--- src/rtl/hwc_pkg.sv ---
package hwc_pkg;
    typedef enum logic [1:0] {
        W8  = 2'd0,
        W16 = 2'd1,
        W32 = 2'd2,
        W64 = 2'd3
    } width_e;

    typedef enum logic [1:0] {
        SZ32  = 2'd0,
        SZ64  = 2'd1,
        SZ128 = 2'd2
    } tsize_e;

    typedef enum logic [2:0] {
        ST_IDLE,
        ST_CHECK,
        ST_EMIT,
        ST_FIN,
        ST_FAULT
    } state_e;

    function automatic logic [2:0] seg_shift(input width_e w);
        unique case (w)
            W8:      seg_shift = 3'd5;
            W16:     seg_shift = 3'd6;
            default: seg_shift = 3'd7;
        endcase
    endfunction
endpackage

--- src/rtl/hwc_align_chk.sv ---
module hwc_align_chk
    import hwc_pkg::*;
#(
    parameter int LANES = 16
) (
    input  logic [LANES-1:0]   active,
    input  logic [LANES*3-1:0] lo3,
    input  width_e             width,
    output logic               any_bad
);
    logic [LANES-1:0] lane_bad;

    for (genvar g = 0; g < LANES; g++) begin : g_lane
        logic [2:0] lo;
        assign lo = lo3[g*3 +: 3];
        always_comb begin
            unique case (width)
                W8:      lane_bad[g] = 1'b0;
                W16:     lane_bad[g] = lo[0];
                W32:     lane_bad[g] = |lo[1:0];
                default: lane_bad[g] = |lo[2:0];
            endcase
        end
    end

    assign any_bad = |(active & lane_bad);
endmodule

--- src/rtl/hwc_seg_pick.sv ---
module hwc_seg_pick
    import hwc_pkg::*;
#(
    parameter int LANES = 16,
    parameter int AW    = 32
) (
    input  logic [LANES-1:0]    pending,
    input  logic [LANES*AW-1:0] addr,
    input  width_e              width,
    output logic [AW-1:0]       lead_addr,
    output logic [LANES-1:0]    claim
);
    localparam int IW = (LANES > 1) ? $clog2(LANES) : 1;

    logic [IW-1:0] lead;
    logic [2:0]    sh;

    // lowest-numbered pending lane leads the group
    always_comb begin
        lead = '0;
        for (int i = LANES - 1; i >= 0; i--) begin
            if (pending[i]) lead = IW'(i);
        end
    end

    assign sh        = seg_shift(width);
    assign lead_addr = addr[lead*AW +: AW];

    for (genvar g = 0; g < LANES; g++) begin : g_cmp
        logic [AW-1:0] a;
        assign a        = addr[g*AW +: AW];
        assign claim[g] = pending[g] && ((a >> sh) == (lead_addr >> sh));
    end
endmodule

--- src/rtl/hwc_shrink.sv ---
module hwc_shrink
    import hwc_pkg::*;
#(
    parameter int LANES = 16,
    parameter int AW    = 32
) (
    input  logic [LANES-1:0] claim,
    input  logic [LANES-1:0] b5,
    input  logic [LANES-1:0] b6,
    input  width_e           width,
    input  logic [AW-1:0]    lead_addr,
    output logic [AW-1:0]    base,
    output tsize_e           size
);
    logic same5;
    logic same6;

    // a half is uniform when no claimed lane or every claimed lane has the bit set
    assign same5 = ((claim & b5) == '0) || ((claim & b5) == claim);
    assign same6 = ((claim & b6) == '0) || ((claim & b6) == claim);

    always_comb begin
        unique case (width)
            W8:      size = SZ32;
            W16:     size = same5 ? SZ32 : SZ64;
            default: size = same6 ? (same5 ? SZ32 : SZ64) : SZ128;
        endcase
    end

    always_comb begin
        unique case (size)
            SZ32:    base = {lead_addr[AW-1:5], 5'b0};
            SZ64:    base = {lead_addr[AW-1:6], 6'b0};
            default: base = {lead_addr[AW-1:7], 7'b0};
        endcase
    end
endmodule

--- src/rtl/hw_coalescer.sv ---
module hw_coalescer
    import hwc_pkg::*;
#(
    parameter int LANES = 16,
    parameter int AW    = 32
) (
    input  logic                clk,
    input  logic                rst_n,
    input  logic                req_valid,
    output logic                req_ready,
    input  logic [LANES-1:0]    req_active,
    input  logic [LANES*AW-1:0] req_addr,
    input  logic [1:0]          req_width,
    output logic                tx_valid,
    input  logic                tx_ready,
    output logic [AW-1:0]       tx_base,
    output logic [1:0]          tx_size,
    output logic [LANES-1:0]    tx_lanes,
    output logic                done,
    output logic                err
);
    state_e              state_q, state_d;
    logic [LANES*AW-1:0] addr_q;
    width_e              width_q;
    logic [LANES-1:0]    pending_q;

    logic [LANES-1:0]    claim;
    logic [AW-1:0]       lead_addr;
    logic [AW-1:0]       grp_base;
    tsize_e              grp_size;
    logic                any_bad;
    logic [LANES-1:0]    b5, b6;
    logic [LANES*3-1:0]  lo3;
    logic [LANES-1:0]    left_after;

    for (genvar g = 0; g < LANES; g++) begin : g_bits
        assign b5[g]          = addr_q[g*AW + 5];
        assign b6[g]          = addr_q[g*AW + 6];
        assign lo3[g*3 +: 3]  = addr_q[g*AW +: 3];
    end

    hwc_align_chk #(.LANES(LANES)) u_align (
        .active  (pending_q),
        .lo3     (lo3),
        .width   (width_q),
        .any_bad (any_bad)
    );

    hwc_seg_pick #(.LANES(LANES), .AW(AW)) u_pick (
        .pending   (pending_q),
        .addr      (addr_q),
        .width     (width_q),
        .lead_addr (lead_addr),
        .claim     (claim)
    );

    hwc_shrink #(.LANES(LANES), .AW(AW)) u_shrink (
        .claim     (claim),
        .b5        (b5),
        .b6        (b6),
        .width     (width_q),
        .lead_addr (lead_addr),
        .base      (grp_base),
        .size      (grp_size)
    );

    assign left_after = pending_q & ~claim;

    // state register
    always_ff @(posedge clk or negedge rst_n) begin
        if (!rst_n) state_q <= ST_IDLE;
        else        state_q <= state_d;
    end

    // next-state logic
    always_comb begin
        state_d = state_q;
        unique case (state_q)
            ST_IDLE:  if (req_valid) state_d = ST_CHECK;
            ST_CHECK: begin
                if (any_bad)              state_d = ST_FAULT;
                else if (pending_q == '0) state_d = ST_FIN;
                else                      state_d = ST_EMIT;
            end
            ST_EMIT:  if (tx_ready && left_after == '0) state_d = ST_FIN;
            ST_FIN:   state_d = ST_IDLE;
            ST_FAULT: state_d = ST_IDLE;
            default:  state_d = ST_IDLE;
        endcase
    end

    // request capture and pending mask
    always_ff @(posedge clk or negedge rst_n) begin
        if (!rst_n) begin
            addr_q    <= '0;
            width_q   <= W8;
            pending_q <= '0;
        end else if (state_q == ST_IDLE && req_valid) begin
            addr_q    <= req_addr;
            width_q   <= width_e'(req_width);
            pending_q <= req_active;
        end else if (state_q == ST_EMIT && tx_ready) begin
            pending_q <= left_after;
        end
    end

    // outputs
    always_comb begin
        req_ready = 1'b0;
        tx_valid  = 1'b0;
        done      = 1'b0;
        err       = 1'b0;
        tx_base   = '0;
        tx_size   = 2'd0;
        tx_lanes  = '0;
        unique case (state_q)
            ST_IDLE:  req_ready = 1'b1;
            ST_CHECK: ;
            ST_EMIT: begin
                tx_valid = 1'b1;
                tx_base  = grp_base;
                tx_size  = grp_size;
                tx_lanes = claim;
            end
            ST_FIN:   done = 1'b1;
            ST_FAULT: err  = 1'b1;
            default:  ;
        endcase
    end

    p_hold_r9: assert property (@(posedge clk) disable iff (!rst_n)
        (tx_valid && !tx_ready) |=> (tx_valid && $stable(tx_base) && $stable(tx_size) && $stable(tx_lanes)));

    p_ready_excl_r9: assert property (@(posedge clk) disable iff (!rst_n)
        !(req_ready && (tx_valid || done)));

    p_lanes_pending_r3: assert property (@(posedge clk) disable iff (!rst_n)
        tx_valid |-> (tx_lanes != '0 && (tx_lanes & ~pending_q) == '0));

    p_base_aligned_r5: assert property (@(posedge clk) disable iff (!rst_n)
        tx_valid |-> (tx_base[4:0] == 5'd0 && (tx_size == 2'd0 || tx_base[5] == 1'b0)
                      && (tx_size != 2'd2 || tx_base[6] == 1'b0)));

    p_done_after_r10: assert property (@(posedge clk) disable iff (!rst_n)
        done |-> ($past(tx_valid && tx_ready) || $past(state_q == ST_CHECK)));

    p_err_alone_r8: assert property (@(posedge clk) disable iff (!rst_n)
        err |-> (!tx_valid && !done && !req_ready));
endmodule

--- config.mk ---
export PLATFORM = sky130hd
export DESIGN_NAME = hw_coalescer
export DESIGN_NICKNAME = d
export VERILOG_FILES = /design/src/rtl/hwc_pkg.sv /design/src/rtl/hwc_align_chk.sv /design/src/rtl/hwc_seg_pick.sv /design/src/rtl/hwc_shrink.sv /design/src/rtl/hw_coalescer.sv
export SDC_FILE = /design/constraint.sdc
export NUM_CORES = 2
export LEC_CHECK = 0
export BUFFER_PORTS_ARGS = -buffer_cell sky130_fd_sc_hd__clkbuf_2
export CORE_AREA = 3 3 397 399
export DETAILED_ROUTE_END_ITERATION = 16
export DIE_AREA = 0 0 400 402
export PLACE_DENSITY = 0.47
export SLEW_MARGIN = 20
export SYNTH_ARGS = -nofsm -noshare
export SYNTH_HDL_FRONTEND = slang
export SYNTH_HIERARCHICAL = 1
export SYNTH_SLANG_ARGS = --single-unit
export TNS_END_PERCENT = 30
--- constraint.sdc ---
create_clock -name clk -period 18.7 [get_ports clk]
set_input_delay 1.87 -clock clk [delete_from_list [all_inputs] [get_ports clk]]
set_output_delay 1.87 -clock clk [all_outputs]
set_load 0.005 [all_outputs]
==> flow_summary_export.csv <==
group,metric,value,unit
clock_tree,insertion_delay,690,ps
layout,mostFrequentLayoutCell,"clkbuf_2",
layout,final_cell_mix,"549 x clkbuf_2, 499 x dfrtp_1, 476 x mux2_4",
layout,layout-drive-gt1-share,29.3,%
placement,finalWeightedCongestion,1.07,
routing,wl_per_cell,41.9,um
die,num_io_pins,588,
routing,drt_iter0_markers,7141,
synth,synth.avg_cell_area,9.53,um2
routing,first_pass_iters,7,
layout,num-fill-cells,16300,
sta,layout_setup_ws,6540,ps
sta,grt_setup_unrepaired,"false",
layout,seq_area,12500,um2
sta,period_share,65.0,%
global_routing,grt_pass1_vias,43000,
clock_tree,ctsHoldBuffers,0,
clock_tree,cts.sinks,501,
synth,synthCells,4640,
clock_tree,tritoncts,"built",
die,die_h,402,um
sta,worstMarginPinSlew,1280,ps
clock_tree,root_buffer,"clkbuf_16",
clock_tree,clk_pin_slew,60,ps
worst_setup_path,crit_required,16830,ps
placement,place_hpwl,217000,um
layout,area_growth,14.3,%
worst_setup_path,crit_path_max_fanout,35,
routing,vias,45100,
synth,netlist_area,44200,um2
sta,max_slew_margin,11.9,%
worst_setup_path,crit_type,"flip-flop to output pin",
routing,via_per_inst,6.34,
die,core-area,154000,um2
clock_tree,clockBufferDepth,3,
placement,portBuffers,550,
run_status,outcome,"completed",
layout,nets,5538,
die,initial_utilization,28.7,%
global_routing,grt_util_all_layers,35.5,%
global_routing,grt_start_max_net_pins,169,
global_routing,antenna_found_initial,39,
placement,post-place-ws,7810,ps
sta,maxSlewViolCount,0,
clock_tree,h-tree-depth,2,
sta,tns,0,ps
worst_setup_path,cp.arrival,10290,ps
global_routing,gr-total-overflow,0,
die,die_w,400,um
worst_hold_path,hold_class,"flip-flop to flip-flop",
sta,fmax,82.2,MHz
routing,ant_nets,0,
clock_tree,cts_inserted_buffers,58,
routing,drt_wl_total,298000,um
routing,drcViolationCount,0,
die,die_area,161000,um2
worst_setup_path,start_kind,"flip-flop",
die,num_rows,144,
sta,fin_skew,28.9,ps
layout,multi_input_area,28700,um2
sta,fin_crit,12160,ps
job,max-cap-violations,0,
sta,setup_viol,0,
clock_tree,post_cts_buffers,0,
synth,ys_warn_count,6,
worst_setup_path,endpoint_kind,"output pin",
worst_setup_path,rrSetupSlack,9410,ps
sta,whs,516,ps
layout,finish.utilization,32.8,%
global_routing,grt_pass1_wl,393000,um
sta,hold_viol_final,0,
clock_tree,ctsResizeCount,0,
==> worst paths after layout <==
path | endpoint | start | depth (start not counted)
worst max register to register | state_q[0] | pending_q[11] | 20
worst max-delay path | tx_base[5] | pending_q[11] | 23
worst min-delay path | addr_q[482] | addr_q[482] | 1
worst min register to register | addr_q[482] | addr_q[482] | 1
min in group asynchronous | addr_q[34] | rst_n | 1
max in group asynchronous | addr_q[412] | rst_n | 3
==> through the flow <==
stage               instance area, um2  instances
floorplan                        44200       4644
global placement                 48500       6986
detailed placement               48500       6987
CTS                              50500       7094
global route                     50500       7096
finish                           50500       7111
==> layout make-up <==
cell class,count,area share [%]
repair buffers,753,8.72
multi-input cells,3614,56.8
well taps,2044,5.06
inverters,76,0.579
diodes,16,0.0792
clock inverters,25,0.572
flip-flops and latches,501,24.8
clock buffers,82,3.41
==> worst max-delay path, cell delays in order, from the launching register on <==
cell and delay [ps]:
dfrtp_1 640, nor2_1 350, o31ai_2 220, a22oi_2 550, buf_4 570, buf_4 600
mux2i_1 380, mux2_2 330, nand3_1 710, buf_4 620, a32oi_1 800, nand2_1 180
buf_4 310, xnor2_1 210, o2111ai_1 130, or4_1 570, nor4_2 970, a22o_1 290
a221oi_1 50, and4_1 260, o31ai_1 320, nor2_1 60, and2_1 140, clkbuf_2 130
==> per-layer routing <==
layer	global-route usage, %	wire length [um]
met5	0.151	286
met4	22.4	22300
met3	12.3	36400
met2	51.0	123000
met1	45.0	116000
==> registers in the layout, indices dropped and copies added (netlist names) <==
| name | count |
|---|---|
| state_q | 3 |
| pending_q | 16 |
| addr_q | 480 |
| width_q | 2 |
Power is not shown: default switching activity piles up to over one toggle a cycle in this logic, so the estimate is an artifact.
